<file path="src/rtl/dgrp_pkg.sv">
package dgrp_pkg;

    typedef enum logic [2:0] {
        CL_FXU    = 3'd0,
        CL_LSU    = 3'd1,
        CL_FPU    = 3'd2,
        CL_VALU   = 3'd3,
        CL_VPERM  = 3'd4,
        CL_CREG   = 3'd5,
        CL_BRANCH = 3'd6,
        CL_PSEUDO = 3'd7
    } cls_e;

    typedef enum logic [1:0] {
        VD_ACCEPT = 2'b00,
        VD_STALL  = 2'b01,
        VD_NOOP   = 2'b10
    } verdict_e;

    typedef enum logic {
        GS_EMPTY = 1'b0,
        GS_OPEN  = 1'b1
    } grp_state_e;

endpackage

</file>
<file path="src/rtl/dgrp_verdict.sv">
module dgrp_verdict
    import dgrp_pkg::*;
#(
    parameter int GROUP_SLOTS = 5,
    parameter int CR_SLOTS    = 2,
    parameter int CRACK_LIMIT = 2,
    parameter int CNT_W       = 3
) (
    input  cls_e             cls,
    input  logic             first_only,
    input  logic             single,
    input  logic             cracked,
    input  logic             uses_ctr,
    input  logic [CNT_W-1:0] used,
    input  logic             armed,
    output verdict_e         verdict
);

    localparam int LAST_IDX = GROUP_SLOTS - 1;

    logic must_lead;
    logic crack_full;
    logic creg_late;
    logic tail_blocked;

    always_comb begin
        must_lead    = (first_only || single) && (used != '0);
        crack_full   = cracked && (int'(used) > CRACK_LIMIT);
        creg_late    = (cls == CL_CREG) && (int'(used) >= CR_SLOTS);
        tail_blocked = (cls != CL_BRANCH) && (int'(used) == LAST_IDX);

        if (cls == CL_PSEUDO) begin
            verdict = VD_ACCEPT;
        end else if (must_lead || crack_full || creg_late || tail_blocked) begin
            verdict = VD_STALL;
        end else if (armed && uses_ctr) begin
            verdict = VD_NOOP;
        end else begin
            verdict = VD_ACCEPT;
        end
    end

    // the pseudo class is never held back
    always_comb begin
        if (cls == CL_PSEUDO) begin
            a_r8_pseudo_accept: assert (verdict == VD_ACCEPT);
        end
    end

endmodule

</file>
<file path="src/rtl/dgrp_occupancy.sv">
module dgrp_occupancy
    import dgrp_pkg::*;
#(
    parameter int GROUP_SLOTS = 5,
    parameter int CNT_W       = 3
) (
    input  logic             clk,
    input  logic             rst,
    input  logic             issue_ok,
    input  logic             idle_ok,
    input  logic             closes,
    input  logic             cracked,
    input  logic             sets_ctr,
    output logic [CNT_W-1:0] used,
    output logic             armed
);

    localparam int SUM_W = CNT_W + 1;

    grp_state_e       st_q, st_d;
    logic [CNT_W-1:0] used_q, used_d;
    logic             armed_q, armed_d;
    logic [SUM_W-1:0] grow;
    logic [SUM_W-1:0] sum;
    logic             fills;

    always_comb begin
        grow = '0;
        if (issue_ok) begin
            if (closes) begin
                grow = SUM_W'(GROUP_SLOTS) - SUM_W'(used_q);
            end else begin
                grow = SUM_W'(1) + SUM_W'(cracked);
            end
        end else if (idle_ok) begin
            grow = SUM_W'(1);
        end
        sum   = SUM_W'(used_q) + grow;
        fills = (int'(sum) >= GROUP_SLOTS);

        st_d    = st_q;
        used_d  = used_q;
        armed_d = armed_q;
        unique case (st_q)
            GS_EMPTY: begin
                if (grow != '0) begin
                    if (fills) begin
                        st_d    = GS_EMPTY;
                        used_d  = '0;
                        armed_d = 1'b0;
                    end else begin
                        st_d    = GS_OPEN;
                        used_d  = CNT_W'(sum);
                        armed_d = issue_ok && sets_ctr;
                    end
                end
            end
            GS_OPEN: begin
                if (grow != '0) begin
                    if (fills) begin
                        st_d    = GS_EMPTY;
                        used_d  = '0;
                        armed_d = 1'b0;
                    end else begin
                        used_d  = CNT_W'(sum);
                        armed_d = armed_q || (issue_ok && sets_ctr);
                    end
                end
            end
            default: begin
                st_d    = GS_EMPTY;
                used_d  = '0;
                armed_d = 1'b0;
            end
        endcase
    end

    always_ff @(posedge clk) begin
        if (rst) begin
            st_q    <= GS_EMPTY;
            used_q  <= '0;
            armed_q <= 1'b0;
        end else begin
            st_q    <= st_d;
            used_q  <= used_d;
            armed_q <= armed_d;
        end
    end

    always_comb begin
        used  = used_q;
        armed = armed_q;
    end

    // the slot count never rests at the group size
    a_r6_below_limit: assert property (@(posedge clk) disable iff (rst)
        int'(used_q) < GROUP_SLOTS);

    // an idle strobe adds exactly one slot or ends the group
    a_r6_idle_step: assert property (@(posedge clk) disable iff (rst)
        (idle_ok && !issue_ok && int'(used_q) < GROUP_SLOTS - 1)
            |=> (used_q == $past(used_q) + CNT_W'(1)));

endmodule

</file>
<file path="src/rtl/dgrp_slot_gate.sv">
module dgrp_slot_gate
    import dgrp_pkg::*;
#(
    parameter int GROUP_SLOTS = 5,
    parameter int CR_SLOTS    = 2,
    parameter int CRACK_LIMIT = 2,
    localparam int CNT_W      = $clog2(GROUP_SLOTS + 1)
) (
    input  logic             clk,
    input  logic             rst,
    input  logic [2:0]       cand_class,
    input  logic             cand_first_only,
    input  logic             cand_single,
    input  logic             cand_cracked,
    input  logic             cand_sets_ctr,
    input  logic             cand_uses_ctr,
    input  logic             issue_strb,
    input  logic             idle_strb,
    output logic [1:0]       verdict,
    output logic [CNT_W-1:0] slots_used,
    output logic             ctr_armed,
    output logic             proto_err
);

    cls_e             cls_w;
    verdict_e         vd_w;
    logic [CNT_W-1:0] used_w;
    logic             armed_w;
    logic             is_pseudo;
    logic             issue_ok;
    logic             idle_ok;
    logic             closes;

    assign cls_w     = cls_e'(cand_class);
    assign is_pseudo = (cls_w == CL_PSEUDO);

    dgrp_verdict #(
        .GROUP_SLOTS (GROUP_SLOTS),
        .CR_SLOTS    (CR_SLOTS),
        .CRACK_LIMIT (CRACK_LIMIT),
        .CNT_W       (CNT_W)
    ) u_verdict (
        .cls        (cls_w),
        .first_only (cand_first_only),
        .single     (cand_single),
        .cracked    (cand_cracked),
        .uses_ctr   (cand_uses_ctr),
        .used       (used_w),
        .armed      (armed_w),
        .verdict    (vd_w)
    );

    always_comb begin
        proto_err = (issue_strb && idle_strb) ||
                    (issue_strb && (vd_w != VD_ACCEPT));
        issue_ok  = issue_strb && !proto_err && !is_pseudo;
        idle_ok   = idle_strb && !proto_err;
        closes    = (cls_w == CL_BRANCH) || cand_single;
    end

    dgrp_occupancy #(
        .GROUP_SLOTS (GROUP_SLOTS),
        .CNT_W       (CNT_W)
    ) u_occ (
        .clk      (clk),
        .rst      (rst),
        .issue_ok (issue_ok),
        .idle_ok  (idle_ok),
        .closes   (closes),
        .cracked  (cand_cracked),
        .sets_ctr (cand_sets_ctr),
        .used     (used_w),
        .armed    (armed_w)
    );

    assign verdict    = vd_w;
    assign slots_used = used_w;
    assign ctr_armed  = armed_w;

    // a non-branch candidate in the last slot is held
    a_r1_tail_branch_only: assert property (@(posedge clk) disable iff (rst)
        (int'(slots_used) == GROUP_SLOTS - 1 && cls_w != CL_BRANCH && !is_pseudo)
            |-> (verdict == VD_STALL));

    // a legal closing issue empties the group
    a_r5_close_group: assert property (@(posedge clk) disable iff (rst)
        (issue_strb && !proto_err && !is_pseudo && closes)
            |=> (slots_used == '0 && !ctr_armed));

    // the count-register flag never outlives its group
    a_r7_flag_in_group: assert property (@(posedge clk) disable iff (rst)
        (slots_used == '0) |-> !ctr_armed);

    // issuing a pseudo candidate leaves the state alone
    a_r8_pseudo_quiet: assert property (@(posedge clk) disable iff (rst)
        (issue_strb && !idle_strb && is_pseudo)
            |=> ($stable(slots_used) && $stable(ctr_armed)));

    // a rejected strobe changes nothing
    a_r10_err_hold: assert property (@(posedge clk) disable iff (rst)
        proto_err |=> ($stable(slots_used) && $stable(ctr_armed)));

    // reset always yields an empty group
    a_r11_reset_empty: assert property (@(posedge clk)
        rst |=> (slots_used == '0 && !ctr_armed));

endmodule

</file>
<file path="config.mk">
export PLATFORM = sky130hd
export DESIGN_NAME = dgrp_slot_gate
export DESIGN_NICKNAME = d
export VERILOG_FILES = /design/src/rtl/dgrp_pkg.sv /design/src/rtl/dgrp_verdict.sv /design/src/rtl/dgrp_occupancy.sv /design/src/rtl/dgrp_slot_gate.sv
export SDC_FILE = /design/constraint.sdc
export NUM_CORES = 1
export LEC_CHECK = 0
export BUFFER_PORTS_ARGS = -buffer_cell sky130_fd_sc_hd__buf_2
export CORE_MARGIN = 4
export CORE_UTILIZATION = 49
export DETAILED_ROUTE_END_ITERATION = 12
export PLACE_DENSITY_LB_ADDON = 0.25
export SYNTH_ARGS = -nofsm -noshare
export SYNTH_HDL_FRONTEND = slang
export SYNTH_SLANG_ARGS = --single-unit
</file>
<file path="constraint.sdc">
create_clock -name clk -period 4.6 [get_ports clk]
set_input_delay 0.69 -clock clk [delete_from_list [all_inputs] [get_ports clk]]
set_output_delay 0.69 -clock clk [all_outputs]
set_load 0.01 [all_outputs]
</file>
### After elaboration in Yosys (flattened, before gate mapping)

Cells that the tools add are included.

| word-level totals | value |
|---|---|
| flip-flop bits (word level) | 5 |
| latch bits | 0 |
| bits in writable memories | 0 |
| ROM bits | 0 |
| bits of input ports | 12 |
| output and inout bits | 7 |
| memories | 0 |

| cells by class | value |
|---|---|
| add/sub/neg operators | 3 |
| multiply operators | 0 |
| divide/modulo/power cells | 0 |
| order comparisons | 3 |
| eq/ne operators | 7 |
| shift operators | 0 |
| muxes and demuxes | 17 |
| bitwise gates (word level) | 1 |
| reductions and logical operators | 24 |

Operators by type and width:

| kind | number |
|---|---|
| == test 3 bit, second input constant | 4 |
| logical AND 1 bit | 11 |
| 2-to-1 mux 1 bit | 8 |
| 2-to-1 mux 4 bit | 2 |
| logical OR 1 bit | 7 |
| 2-to-1 mux 2 bit | 3 |
| 2-to-1 mux 3 bit | 2 |
| adder 3 x 4 -> 4 bit | 1 |
| greater-or-equal comparator 4 x 3 -> 1 bit, second input constant | 1 |
| case mux 1 bit (2 select lines) | 2 |
| nonzero test 4 bit | 1 |
| subtractor 3 x 3 -> 4 bit, first input constant | 1 |
| greater-or-equal comparator 3 x 2 -> 1 bit, second input constant | 1 |
| greater-than comparator 3 x 2 -> 1 bit, second input constant | 1 |
| != test 3 bit, second input constant | 1 |
| nonzero test 3 bit | 1 |
| adder 1 x 1 -> 2 bit, first input constant | 1 |
| zero test 1 bit | 2 |
| != test 2 x 1 -> 1 bit, second input constant | 1 |
| != test 2 bit, second input constant | 1 |
| AND reduction 2 bit | 1 |
| nonzero test 2 bit | 1 |
| inverter 1 bit | 1 |

### Longest topological paths before layout

| logic depth | value |
|---|---|
| depth in word-level cells | 19 |
| mapped depth | 16 |
| gate-level depth less buffers | 16 |

### Modules after synthesis

A second synthesis with hierarchy kept.

| unflattened totals | value |
|---|---|
| cells, all modules | 60 |
| area total of the unflattened synthesis | 514.2 µm² |

By module, submodules not included:

| module | times used | cells an instance | area an instance (µm²) | seq. area each (µm²) |
|---|---|---|---|---|
| dgrp_occupancy | 1 | 42 | 385.4 | 100.1 |
| dgrp_verdict | 1 | 11 | 83.8 | 0.0 |
| dgrp_slot_gate | 1 | 7 | 45.0 | 0.0 |

### Worst setup path after synthesis

OpenSTA, ideal clock, no wires.

| timing path | value |
|---|---|
| path type | input port to flip-flop |
| start point | in cand_class[2] |
| end point | reg u_occ.armed_q, in the netlist u_occ.armed |
| setup time | 0.069 ns |
| data arrival time | 3.192 ns |
| data required time | 4.531 ns |
| slack | 1.339 ns |
| stages | 14 |
| buffers on the path | 0 |
| cell sequence | and3_2 -> and4bb_2 -> o311ai_4 -> a21o_2 -> a22oi_1 -> ha_1 -> inv_1 -> fa_1 -> nand2b_1 -> a21oi_1 -> nand2_1 -> a2111oi_0 -> a31oi_1 -> o21ai_1 |

| on the way | value |
|---|---|
| longest elaborated chain between the ends | 18 |

Ends and longest elaborated chain:

| item | RTL line | RTL |
|---|---|---|
| start, declared | dgrp_slot_gate.sv:11 | `input logic [2:0] cand_class,` |
| == test 3 bit | dgrp_verdict.sv:29 | `creg_late = (cls == CL_CREG) && (int'(used) >= CR_SLOTS);` |
| logical AND 1 bit | dgrp_verdict.sv:29 |  |
| logical OR 1 bit (2 in series) | dgrp_verdict.sv:34 | `end else if (must_lead \|\| crack_full \|\| creg_late \|\| tail_blocked) begin` |
| 2-to-1 mux 2 bit | dgrp_verdict.sv:34 |  |
| 2-to-1 mux 2 bit | dgrp_verdict.sv:32 | `if (cls == CL_PSEUDO) begin` |
| nonzero test 2 bit | dgrp_slot_gate.sv:55 | `(issue_strb && (vd_w != VD_ACCEPT));` |
| logical AND 1 bit | dgrp_slot_gate.sv:55 |  |
| logical OR 1 bit | dgrp_slot_gate.sv:54 | `proto_err = (issue_strb && idle_strb) \|\|` |
| zero test 1 bit | dgrp_slot_gate.sv:56, dgrp_slot_gate.sv:57 |  |
| logical AND 1 bit (on tied branches) | dgrp_slot_gate.sv:57, dgrp_slot_gate.sv:56 |  |
| 2-to-1 mux 1 bit / logical AND 1 bit (equally long branches) | dgrp_occupancy.sv:35, dgrp_slot_gate.sv:56 |  |
| 2-to-1 mux 4 bit | dgrp_occupancy.sv:29 | `if (issue_ok) begin` |
| adder 3 x 4 -> 4 bit | dgrp_occupancy.sv:38 | `sum = SUM_W'(used_q) + grow;` |
| greater-or-equal comparator 4 x 3 -> 1 bit | dgrp_occupancy.sv:39 | `fills = (int'(sum) >= GROUP_SLOTS);` |
| 2-to-1 mux 1 bit (on tied branches) | dgrp_occupancy.sv:60, dgrp_occupancy.sv:47 |  |
| 2-to-1 mux 1 bit (on tied branches) | dgrp_occupancy.sv:59, dgrp_occupancy.sv:46 |  |
| case mux 1 bit (2 select lines) | dgrp_occupancy.sv:44 | `unique case (st_q)` |
| end signal, assigned | dgrp_occupancy.sv:86 | `armed_q <= armed_d;` |
| end, declared | dgrp_occupancy.sv:22 | `logic armed_q, armed_d;` |

Parallel ways exist; a longest one is shown, timed or not. The select of a mux whose other input is x is not followed.
A chain may end at the register's enable or synchronous reset.

### Worst setup path after layout

| timing path | value |
|---|---|
| start point | reg u_occ.used_q[1], in the netlist u_occ.used[1] |
| end point | reg u_occ.armed_q, in the netlist u_occ.armed |

| on the way | value |
|---|---|
| longest elaborated chain between the ends | 19 |

Ends and longest elaborated chain:

| item | RTL line | RTL |
|---|---|---|
| start, declared | dgrp_occupancy.sv:21 | `logic [CNT_W-1:0] used_q, used_d;` |
| start signal, assigned | dgrp_occupancy.sv:85 | `used_q <= used_d;` |
| greater-than comparator 3 x 2 -> 1 bit / nonzero test 3 bit (equally long branches) | dgrp_verdict.sv:28, dgrp_verdict.sv:27 |  |
| logical AND 1 bit (on tied branches) | dgrp_verdict.sv:28, dgrp_verdict.sv:27 |  |
| logical OR 1 bit (3 in series) | dgrp_verdict.sv:34 |  |
| 2-to-1 mux 2 bit | dgrp_verdict.sv:34 |  |
| 2-to-1 mux 2 bit | dgrp_verdict.sv:32 |  |
| nonzero test 2 bit | dgrp_slot_gate.sv:55 |  |
| logical AND 1 bit | dgrp_slot_gate.sv:55 |  |
| logical OR 1 bit | dgrp_slot_gate.sv:54 |  |
| zero test 1 bit | dgrp_slot_gate.sv:56, dgrp_slot_gate.sv:57 |  |
| logical AND 1 bit (on tied branches) | dgrp_slot_gate.sv:57, dgrp_slot_gate.sv:56 |  |
| 2-to-1 mux 1 bit / logical AND 1 bit (equally long branches) | dgrp_occupancy.sv:35, dgrp_slot_gate.sv:56 |  |
| 2-to-1 mux 4 bit | dgrp_occupancy.sv:29 |  |
| adder 3 x 4 -> 4 bit | dgrp_occupancy.sv:38 |  |
| greater-or-equal comparator 4 x 3 -> 1 bit | dgrp_occupancy.sv:39 |  |
| 2-to-1 mux 1 bit (on tied branches) | dgrp_occupancy.sv:60, dgrp_occupancy.sv:47 |  |
| 2-to-1 mux 1 bit (on tied branches) | dgrp_occupancy.sv:59, dgrp_occupancy.sv:46 |  |
| case mux 1 bit (2 select lines) | dgrp_occupancy.sv:44 |  |

Parallel ways exist; a longest one is shown, timed or not. The select of a mux whose other input is x is not followed.

==> flow_metrics.env <==
export IMPL_synth_flop_cell="dfxtp_1"
export IMPL_yosysUniqueCellTypes=41
export IMPL_peakVddDrop_v=0.000176
export IMPL_io_buffers=18
export IMPL_die_y_um=44.2
export IMPL_slew_violations=0
export IMPL_leakage_nw=0.346
export IMPL_postSynthCellCount=74
export IMPL_grt_pass1_wl_mm=2.52
export IMPL_syn_area_um2=642
export IMPL_dpl_hpwl_mm=1.16
export IMPL_drc=0
export IMPL_relSlewSlack_pct=67.7
export IMPL_fin_nets=114
export IMPL_io_pins=19
export IMPL_final_hold_violation_count=0
export IMPL_crit_family="compound AO/OA/AOI/OAI gates"
export IMPL_fin_tns_setup_ns=0
export IMPL_finalSetupViolations=0
export IMPL_worstPathArrival_ns=3.76
export IMPL_htree_num_levels=1
export IMPL_fin_worst_skew_ns=0.00471
export IMPL_grt_pass1_vias=625
export IMPL_ant_nets=0
export IMPL_drive_above_1_share_pct=37.9
export IMPL_initial_core_util_pct=54.8
export IMPL_crit_chain="inv_1 > ha_1 > and2b_2 > a32oi_2 > o311ai_4 > a21o_2 > a22oi_1 > ha_1 > inv_1 > fa_1 > nand2b_1 > a21oi_1 > nand2_1 > a2111oi_0 > a31oi_1 > o21ai_1"
export IMPL_max_stage_delay_ns=0.49
export IMPL_routedLengthMet1_um=624
export IMPL_layout_min_cycle_time_ns=3.58
export IMPL_grt_ovfl_total=0
export IMPL_drt_wl_total_mm=1.37
export IMPL_postSynthAreaPerCell_um2=8.67
export IMPL_status="complete, no violations"
export IMPL_powerDensity_mw_per_mm2=212
export IMPL_clock_fmax_mhz=279
export IMPL_maxUsedRoutingLayer="met3"
export IMPL_tritoncts_num_sinks=5
export IMPL_max_cap_violations=0
export IMPL_post_drt_wl_per_cell_um=12.5
export IMPL_hp_class="reg2reg"
export IMPL_critPathCaptureType="register"
export IMPL_grt_max_degree=10
export IMPL_cts_resized=0
export IMPL_fin_crit_sh_pct=77.8
export IMPL_critPathMaxFanout=9
export IMPL_cts_buffer_depth=2
export IMPL_fp_dieW_um=44.2
export IMPL_postCtsSetupBuffers=0
export IMPL_syn2layout_area_growth_pct=20.3
export IMPL_placedCellCount=105
export IMPL_cts_tree="yes"
export IMPL_path_clk_slew_ns=0.04
export IMPL_gp_congestion=0.785
export IMPL_crit_path_start_kind="register"
export IMPL_rsz0062_at_grt="no"
export IMPL_first_pass_iters=2
export IMPL_dr_wl_met2_um=653
export IMPL_cts_buffers=3
export IMPL_dieArea_mm2=0.00195
export IMPL_critPathBufInv=2
export IMPL_viasPerCell=5.60
export IMPL_coreArea_mm2=0.00117
export IMPL_required_ns=4.78
export IMPL_worstSetupPathType="reg2reg"
export IMPL_seq_area_frac_synth_pct=15.6
export IMPL_antenna_found_initial=0
export IMPL_slowest_stage="fa_1"
export IMPL_hold_buffers=0
export IMPL_ctsRootBufferMaster="clkbuf_4"
export IMPL_tightest_slew_ns=0.472
export IMPL_rows=12
export IMPL_clock_latency_ns=0.24
export IMPL_antenna_cells=0
export IMPL_vias=610
export IMPL_wl_met3_um=89
export IMPL_drtIter0Drc=5
export IMPL_synth_edff_count=0
export IMPL_ys_warn_count=0
export IMPL_final_cells=109
export IMPL_async_flop_share_pct=0
export IMPL_grt_total_usage_pct=17.0
export IMPL_synth_seq_cells=5
export IMPL_synth_nets=92
[final cells by class]
class                      count  area [µm²]
multi-input combinational     62         515
fill                         115         399
sequential                     5         100
timing repair buffer          18        90.1
clock buffer                   4        26.3
inverter                       6        22.5
tap                           14        17.5
[metal layers]
layer	vias up	track usage, %
met1	279	19.9
met3	0	6.50
met4	0	1.81
li1	318	-
met2	13	29.9
met5	-	0
[Yosys cell counts (2+ instances only)]
library cell	count	area share (%)
nand2b_1	3	2.9
xor2_1	2	2.7
dfxtp_1	5	16
nor3_1	3	2.3
nor2_1	6	3.5
nand3b_1	4	4.7
nand2_1	4	2.3
inv_1	6	3.5
ha_1	5	9.7
or3b_2	2	2.7
o31ai_1	3	3.5
a21oi_1	2	1.6
[power breakdown]
| part | internal [mW] | switching (mW) |
|---|---|---|
| clock | 0.0328 | 0.0181 |
| sequential | 0.0472 | 0.00488 |
| combinational | 0.0295 | 0.0313 |
| total | 0.110 | 0.0544 |
[placed cells by master, fill, tap and decap left out, types with 2 or more instances in the layout]
cell type,instances
ha_1,5
buf_2,18
nor3_1,3
o31ai_1,3
nand2b_1,3
clkbuf_4,3
nand3b_1,4
dfxtp_1,5
nor2_1,6
inv_1,6
xor2_1,2
or3b_2,2
nand2_1,4
a21oi_1,2
[worst paths after layout]
| check | from | to | slack [ns] | cells past startpoint |
|---|---|---|---|---|
| max reg2reg | u_occ.used[1] | u_occ.armed | 1.02 | 16 |
| min | register | u_occ.armed | 0.45 | 2 |
| max | u_occ.used[1] | u_occ.armed | 1.02 | 16 |
| min reg2reg | register | u_occ.armed | 0.45 | 2 |
[metrics by stage]
step,hold slack (ns),setup slack [ns],power (mW),util (%),cell area [µm²]
6_report,0.451,1.02,0.164,65.9,772
5_1_grt,0.500,0.596,0.180,65.9,772
4_1_cts,0.459,1.02,0.166,65.9,772
3_5_place_dp,0.449,0.929,0.114,63.7,746
3_3_place_gp,0.444,0.991,0.113,63.7,746
2_1_floorplan,0.428,1.34,0.0948,-,642
[worst min-delay path, stage by stage (launching register included)]
cell and delay, ns:
dfxtp_1 0.31, nand2_1 0.05, o21ai_1 0.05
[cell families (layout without fill, tap and decap cells)]
| kind of cell | count (synthesis) | after routing | share of synthesized area [%] |
|---|---|---|---|
| muxes | 2 | 2 | 3.90 |
| DFF | 5 | 5 | 15.6 |
| xor gates and xnor gates | 3 | 3 | 4.09 |
| AOI/OAI and AO/OA | 18 | 18 | 25.0 |
| buffers and inverters | 7 | 28 | 4.09 |
| and+or+nand+nor | 33 | 33 | 34.5 |
| adders and majority gates | 6 | 6 | 12.9 |
(Power assumes the default switching activity.)
